File: src/rtl/code_lock_ctl.sv
module code_lock_ctl #(
  parameter logic [3:0]  KEY   = 4'b1011,
  parameter int unsigned LIMIT = 3
) (
  input  logic       clk,
  input  logic       rst,
  input  logic [3:0] code_in,
  input  logic       enter,
  output logic       unlock_led,
  output logic       lockout_led,
  output logic [6:0] seg_d3,
  output logic [6:0] seg_d2,
  output logic [6:0] seg_d1,
  output logic [6:0] seg_d0
);
  localparam int CW = 3;
  localparam logic [CW-1:0] LIM = CW'(LIMIT);

  localparam logic [6:0] CH_BLANK = 7'b1111111;
  localparam logic [6:0] CH_O     = 7'b1000000;
  localparam logic [6:0] CH_P     = 7'b0001100;
  localparam logic [6:0] CH_E     = 7'b0000110;
  localparam logic [6:0] CH_N     = 7'b1001000;
  localparam logic [6:0] CH_B     = 7'b0000011;
  localparam logic [6:0] CH_L     = 7'b1000111;
  localparam logic [6:0] CH_C     = 7'b1000110;

  logic [CW-1:0] fails;
  logic          opened;
  logic          at_limit, match, take;

  assign at_limit = (fails == LIM);
  assign match    = (code_in == KEY);
  assign take     = enter & ~at_limit;

  always_ff @(posedge clk) begin
    if (rst) begin
      fails  <= '0;
      opened <= 1'b0;
    end else if (take) begin
      opened <= match;
      if (!match) fails <= fails + 1'b1;
    end
  end

  assign unlock_led  = opened & ~at_limit;
  assign lockout_led = at_limit;

  always_comb begin
    if (at_limit) begin
      {seg_d3, seg_d2, seg_d1, seg_d0} = {CH_B, CH_L, CH_O, CH_C};
    end else if (opened) begin
      {seg_d3, seg_d2, seg_d1, seg_d0} = {CH_O, CH_P, CH_E, CH_N};
    end else begin
      {seg_d3, seg_d2, seg_d1, seg_d0} = {4{CH_BLANK}};
    end
  end
endmodule

File: config.mk
export PLATFORM = sky130hd
export DESIGN_NAME = code_lock_ctl
export DESIGN_NICKNAME = d
export VERILOG_FILES = /design/src/rtl/code_lock_ctl.sv
export SDC_FILE = /design/constraint.sdc
export NUM_CORES = 1
export LEC_CHECK = 0
export CORE_MARGIN = 1.5
export CORE_UTILIZATION = 32
export DETAILED_ROUTE_END_ITERATION = 10
export PLACE_DENSITY_LB_ADDON = 0.25
export SYNTH_ARGS = -nofsm -noshare
export SYNTH_HDL_FRONTEND = slang
export SYNTH_SLANG_ARGS = --single-unit
File: constraint.sdc
create_clock -name clk -period 4 [get_ports clk]
set_clock_uncertainty 0.15 [all_clocks]
set_input_delay 0.6 -clock clk [delete_from_list [all_inputs] [get_ports clk]]
set_output_delay 0.6 -clock clk [all_outputs]
set_load 0.05 [all_outputs]
### Yosys cells after proc, flatten, opt, wreduce, memory -nomap -nowiden

Cells that the tools add are included.

| storage, ports and cells | value |
|---|---|
| output and inout port bits | 30 |
| register bits after elaboration | 4 |

| operators by class | value |
|---|---|
| reductions and logical operators | 1 |
| mux-type cells | 8 |
| equal/unequal tests | 2 |
| bitwise gates (word level) | 4 |
| add/subtract/negate cells | 1 |

Operators by type and width:

| operator | count |
|---|---|
| two-way mux 7 bit | 5 |
| two-way mux 6 bit | 3 |
| equality test 4 bit, second input constant | 1 |
| adder 3 x 1 -> 3 bit, second input constant | 1 |
| equality test 3 x 2 -> 1 bit, second input constant | 1 |
| AND 1 bit | 2 |
| NOT 1 bit | 2 |
| AND reduction 2 bit | 1 |

### Depth between registers and ports, before layout

Gate-level depths: netlist (run 1).

| logic depth | value |
|---|---|
| depth in word-level cells | 4 |
| depth in mapped cells | 6 |
| mapped depth without buffers | 5 |

### Worst setup path after synthesis (run 1)

No wires, ideal clock.

| timing | value |
|---|---|
| path type | reg2out |
| start | register fails[0] |
| end | output port seg_d0[4] |
| path buffers | 1 |
| path slack | 907 ps |
| data arrival time | 2343 ps |
| stages on the path, launching flop included | 5 |
| cells stage by stage | dfxtp_1 > ha_1 > ha_1 > nor2_1 > buf_4 |

| between the ends | value |
|---|---|
| word-level cells in the longest chain between the ends | 2 |

Ends and longest elaborated chain:

| what | line | text |
|---|---|---|
| start, declared | 28 | `logic [CW-1:0] fails;` |
| start signal, assigned | 42 | `if (!match) fails <= fails + 1'b1;` |
| equality test 3 x 2 -> 1 bit | 32 | `assign at_limit = (fails == LIM);` |
| via lockout_led | 10 | `output logic lockout_led,` |
| two-way mux 6 bit | 50 | `if (at_limit) begin` |
| end, declared | 14 | `output logic [6:0] seg_d0` |

The timed path passes the listed nets, and every way through them passes these cells.

### Final worst setup path (run 1)

| timing | value |
|---|---|
| start | register fails[0] |
| end | output port seg_d3[2] |

| between the ends | value |
|---|---|
| word-level cells in the longest chain between the ends | 2 |

Ends and longest elaborated chain:

| what | line | text |
|---|---|---|
| equality test 3 x 2 -> 1 bit | 32 |  |
| two-way mux 7 bit | 50 |  |
| end, declared | 11 | `output logic [6:0] seg_d3,` |

No other way between the ends.

==> summary.txt, run 1 <==
Die
  – CORE AREA: between 0.001 and 0.0015 mm²
  – Die height: between 30 and 40 µm
  – Boundary Pins: 37
  – Die Footprint: between 0.0015 and 0.002 mm²
  – # rows: 12
  – Die W: 39.3 µm
  – Starting Density: between 30 and 40%

Drt
  – Final wirelength: around 700 µm
  – # DRC: 0
  – Vias: approximately 310
  – Drt initial violations: 0
  – Drt wl/cell: just over 9 µm
  – Drt via density: roughly 4
  – ANT nets after route: 0
  – Drt first pass iters: 1

Critical path
  – Critical path peak fanout: 13
  – Critical Path Source Type: flip-flop
  – Worst EP required: about 3300 ps
  – Crit path to: seg_d3[2]
  – Worst Path Arrival: roughly 2400 ps
  – Worst r2r src: fails[0]
  – CP Capture Type: primary output
  – Reg2reg setup slack: 2290 ps
  – Worst reg2reg path depth: 5
  – Setup crit start: fails[0]
  – Worst r2r dst: fails[0]
  – CP Class: reg2out

Worst hold path
  – Tightest Hold Check Type: reg2reg
  – Hold Path Cell Cnt: 2

Global route
  – Initial antenna violation count: 0
  – Total track usage: 9.72%
  – Vias in the first global route: ~220
  – Grt ovf: 0
  – First-pass GRT wire length: slightly below 1 mm
  – Largest net degree at the start of global routing: 14

Clock tree
  – Root Driver: clkbuf_4
  – Clock transition at path regs: 40 ps
  – Post-CTS setup buffer count: 0
  – Post_cts resized: 0
  – Clock sink count: 4
  – CTS tree: yes
  – Clock buffer count from CTS: 3
  – Cts hold-fix bufs: 0
  – CTS max path bufs: 2
  – # H-tree levels: 1
  – Clk_lat worst skew: around 240 ps

Pwr
  – Max rail drop VDD: approximately 0.18 mV
  – Combinational power share: a little under three fifths
  – PD cells: 373 mW/mm²
  – Clock group share of total power: between 20% and 30%
  – Net Sw Frac: roughly 48%
  – Cell internal pwr: 119 µW
  – NetSw: between 100 and 150 µW
  – Sequential power share: between 10% and 20%
  – Final total power: roughly 230 µW
  – Leak pwr: between 0.2 and 0.3 nW

Synth
  – Synth Instances: 51
  – Cell area after synthesis: approximately 420 µm²
  – YS warnings: 0
  – Netlist cell types: 17
  – Avg Cell Area, Syn: approximately 8.3 µm²
  – #FFs+latches synth: 4
  – Post-synthesis sequential area ratio: 19.0%

Final layout
  – Layout cells sized above 1: under 10%
  – Filler instances: 114
  – Nets: 74
  – Synth-to-Final Area Change: 43.9%
  – Final cell count without fillers: a little under 80
  – Antenna diode count: 0
  – Storage element area: about 80 µm²
  – Multi-input logic area: roughly 140 µm²

STA
  – Upper clock frequency limit: about 320 MHz
  – Slew Limit Headroom: between 50% and 60%
  – Unrepaired setup endpoints after global routing: false
  – Least-Margin Pin Slew: between 600 and 700 ps
  – Final setup vio count: 0
  – Post-layout minimum cycle time: 3130 ps
  – Final period util: 78.3%
  – Final TNS setup: 0 ps
  – Final Hold Viols: 0
  – Max Slew Vio Count: 0

Job
  – Max cap viols: 0

Placement
  – Inst Count DP: 74
  – Port bufs: 34
  – Gpl congestion: 0.626
  – Post-detail-place hpwl: approximately 570 µm

Status
  – Status: finished, final reports clean
-- layout by cell type (no fill, tap or decap), types with 2 or more instances in the layout --
master / n
conb_1: 2
clkdlybuf4s50_1: 34
dfxtp_1: 4
mux2_4: 2
inv_1: 2
nand2b_1: 2
ha_1: 2
clkbuf_4: 3
nor2_1: 4
-- final cells by class --
cell class	instances	share of cell area, %
tap	14	2.89
inverter	3	1.86
timing repair buffer	34	56.1
multi-input combinational	19	22.3
sequential	4	13.2
clock buffer	3	3.71
-- per-stage QoR --
step	instance area (µm²)	setup WS (ps)	util [%]	hold WS, ps
floorplan	425	907	-	302
global placement	584	1120	49.9	321
detailed placement	584	1060	49.9	324
CTS	607	805	51.8	328
global route	607	693	51.8	364
finish	607	867	51.8	323
-- synth_stat cells --
master	count	area (µm²)
conb_1	1	3.75
nand2_1	1	3.75
nor2b_1	1	6.26
ha_1	2	25.0
dfxtp_1	4	80.1
buf_6	1	11.3
nand2b_1	2	12.5
nor2_1	4	15.0
inv_2	1	3.75
buf_4	25	188
inv_1	2	7.51
nand4b_1	1	8.76
mux2i_1	1	10.0
and3_1	1	6.26
a21oi_1	1	5.00
nor3_1	1	5.00
mux2_4	2	30.0
-- critical path, stage by stage (launching register included) --
cell,delay (ps)
dfxtp_1,310
ha_1,190
ha_1,210
nor2_1,500
clkdlybuf4s50_1,930
-- cell families (layout without fill, tap and decap cells) --
logic type	Yosys count	in the layout	share of synthesized area, %
AOI/OAI and AO/OA	1	1	1.19
adders and majority gates	2	2	5.93
buffers and inverters	29	40	49.9
DFF	4	4	19.0
muxes	3	3	9.50
other	1	2	0.889
and+or+nand+nor	11	11	13.6
-- how the worst min path moves through the flow --
| stage | start | slack [ps] | end |
|---|---|---|---|
| after floorplan | fails[1] | 300 | fails[1] |
| after global placement | fails[1] | 320 | fails[1] |
| after detailed placement | fails[1] | 320 | fails[1] |
| after CTS | fails[1] | 330 | fails[1] |
| after global routing | fails[1] | 360 | fails[1] |
| final | fails[1] | 320 | fails[1] |
-- sequential cells by signal, indices dropped and copies added (netlist names) --
name,cells
fails,3
opened,1
-- routing by layer --
metal / share of wire, % / wire length (µm) / GRT usage, % / up-vias
li1: - / - / - / 156
met1: 40 / 277 / 10.3 / 127
met2: 46 / 325 / 15.4 / 24
met3: 14 / 99 / 6.82 / 0
met4: 0 / 0 / 2.59 / 0
met5: 0 / 0 / 0 / -
-- power groups by stage --
stage | Clock, mW | Sequential, mW | Combinational, mW
after floorplan | 0 | 0.0451 | 0.114
after global placement | 0 | 0.0454 | 0.131
after detailed placement | 0 | 0.0455 | 0.131
after CTS | 0.0542 | 0.0449 | 0.132
after global routing | 0.0569 | 0.0452 | 0.137
final | 0.0513 | 0.0449 | 0.130
No activity file was read; power rests on OpenSTA's default activity.
==> run 2: changes to the inputs <==
Settings changed: CORE_UTILIZATION 32 to 27.
Clock period 4 ns to 2.62 ns, I/O delays scaled along.
==> run 2 against run 1 <==
Net effect: non-clock buffer count is the same; cell count increased by 2.6%; wire length shrank 2.0%; worst hold slack got worse by 2.6 ps; final area down 4.5%; sequential share of layout area is 0.63 points higher; combinational power is 48% higher; global-route usage shrank 1.5 points; critical path depth did not move; core utilization fell by 13 points; die area is 17% higher.
==> summary.txt, run 2 (synthesis gave the netlist of run 1 again) <==
STA
  – Final worst slack: 159 ps (-708 ps)
  – Final TNS setup: 0 ps (unchanged)
  – Final Hold Viols: 0 (unchanged)
  – Post-layout minimum cycle time: approximately 2500 ps
  – Slew Limit Headroom: 65.9% (+8.2 points)
  – Unrepaired setup endpoints after global routing: false
  – Upper clock frequency limit: between 400 and 500 MHz
  – Final setup vio count: 0 (unchanged)
  – Final period util: between 90% and 100%
  – Max Slew Vio Count: 0 (unchanged)
  – Least-Margin Pin Slew: 510 ps (-122 ps)

Critical path
  – Crit path to: seg_d0[3]
  – Worst EP required: 2080 ps (-1170 ps)
  – Worst Path Arrival: 1920 ps (-460 ps)
  – Worst reg2reg path depth: 5 (unchanged)
  – Slowest cell on crit path: clkdlybuf4s50_1
  – Crit. path cell count: 4 (unchanged)
  – CP max stage delay: 820 ps (-110 ps)
  – Worst path top cell family by delay: buffers and inverters
  – Setup crit start: fails[0]
  – Critical Path Most Common Cell: ha_1
  – Critical Path Source Type: flip-flop
  – CP Capture Type: primary output
  – Worst r2r dst: fails[0]
  – CP Class: reg2out
  – Reg2reg setup slack: 880 ps (-1410 ps)
  – Worst-path cell chain: ha_1, ha_1, inv_2, clkdlybuf4s50_1
  – Critical path peak fanout: 8 (-5)
  – Worst r2r src: fails[0]
  – Buf+Inv Stages, Crit Path: 2 (+1)

Clock tree
  – Clk_lat worst skew: 240 ps (about the same)
  – Clock sink count: 4 (unchanged)
  – CTS tree: yes
  – Post-CTS setup buffer count: 0 (unchanged)
  – Clock buffer count from CTS: 3 (unchanged)
  – # H-tree levels: 1 (unchanged)
  – Root Driver: clkbuf_4
  – CTS max path bufs: 2 (unchanged)
  – Clock transition at path regs: 30 ps (about the same)

Worst hold path
  – Tightest Hold Check Type: reg2reg
  – Hold Path Cell Cnt: 2 (unchanged)

Drt
  – Final wirelength: 687 µm (-2.0%)
  – ANT nets after route: 0 (unchanged)
  – Drt initial violations: 4 (+4)
  – Vias: 323 (+5.2%)
  – Drt via density: 4.09 (+2.5%)
  – Drt wl/cell: 8.70 µm (-4.5%)
  – Drt first pass iters: 4 (+3)
  – # DRC: 0 (unchanged)

Pwr
  – Max rail drop VDD: 0.250 mV (+42%)
  – PD cells: 582 mW/mm² (+56%)
  – Leak pwr: 0.278 nW (+5.4%)

Placement
  – Setup Slack @ Placement: 294 ps (-764 ps)
  – Gpl congestion: 0.677 (+8.1%)
  – Port bufs: 34 (unchanged)
  – Post-detail-place hpwl: 561 µm (-2.3%)
  – Placed inst area: 547 µm² (-6.4%)

Final layout
  – Antenna diode count: 0 (unchanged)
  – Regs by FF count: fails: 3 flops, opened: 1 flops
  – Synth-to-Final Area Change: 37.4%
  – Layout cells sized above 1: 41.3% (+32 points)
  – Number of flip-flops in the largest register: 3 (unchanged)
  – Layout Cell Area excl Fill: 579 µm² (-4.5%)
  – Most common cell after layout, fill and taps aside: buf_4
  – Reg with most FFs: fails
  – Nets: 74 (unchanged)
  – Most frequent cells in the layout: buf_4, clkdlybuf4s50_1, dfxtp_1, dlymetal6s2s_1

Job
  – Max cap viols: 0 (unchanged)

Die
  – Starting Density: 28.3% (-7.7 points)
  – Boundary Pins: 37 (unchanged)
  – # rows: 14 (+2)
  – Die height: 42.5 µm (+8.2%)
  – Die Footprint: 0.00181 mm² (+17%)
  – Die W: 42.5 µm (+8.2%)
  – CORE AREA: 0.00149 mm² (+27%)

Global route
  – Total track usage: 8.24% (-1.5 points)
  – Largest net degree at the start of global routing: 14 (unchanged)
  – First-pass GRT wire length: 1.10 mm (+14%)
  – Vias in the first global route: 255 (+15%)
  – Grt ovf: 0 (unchanged)
  – Initial antenna violation count: 0 (unchanged)

Status
  – Status: finished, final reports clean
-- run 2: cell types whose count changed in the layout (fill, tap and decap cells not counted), sizes merged --
cell | previous run | this run
buf | 0 | 18
clkdlybuf4s50 | 34 | 12
dlymetal6s2s | 0 | 4
-- run 2: final cells by class --
| class | count | area (µm²) |
|---|---|---|
| repair buffers | 34 | 305 |
| multi-input cells | 19 | 140 |
| flip-flops and latches | 4 | 80.1 |
| fillers | 150 | 910 |
| clock buffers | 3 | 22.5 |
| well taps | 16 | 20.0 |
| inverters | 3 | 11.3 |
-- run 2: worst min path at each step --
stage | from | end | slack [ps]
6_report | fails[1] | fails[1] | 320
5_1_grt | fails[1] | fails[1] | 340
3_5_place_dp | fails[1] | fails[1] | 320
3_3_place_gp | fails[1] | fails[1] | 320
2_1_floorplan | fails[1] | fails[1] | 300
4_1_cts | fails[1] | fails[1] | 330
-- run 2: power breakdown --
group          internal (mW)  switching [mW]
clock network         0.0512          0.0250
registers             0.0658         0.00295
logic                 0.0560           0.136
-- run 2: through the flow --
stage	hold WS, ps	instances	utilization (%)	power [mW]
after detailed placement	324	76	36.7	0.263
after floorplan	302	52	-	0.243
after global routing	341	79	38.9	0.352
final	321	79	38.9	0.337
after global placement	322	76	36.7	0.263
after CTS	329	79	38.2	0.343
-- run 2: layer usage --
metal  GRT usage [%]  up-vias  wire length [µm]
li1                -      157                 -
met3            5.60        0               115
met2            13.5       30               311
met1            8.64      136               260
met4            1.88        0                 0
met5               0        -                 0
-- run 2: tightest hold or removal path, stage by stage (launching register included) --
cell and delay, ps:
dfxtp_1 300, nand2b_1 60, mux2i_1 60
-- run 2: timing repair --
action,CTS,global route
setup endpoints to repair,0,4
gates resized for setup,0,4
hold buffers,0,0
==> run 3: changes to the inputs <==
Settings changed: GPL_ROUTABILITY_DRIVEN from default to 0.
==> results of run 3 <==
Same layout as run 2: the final DEF is identical, and so are final timing and power.
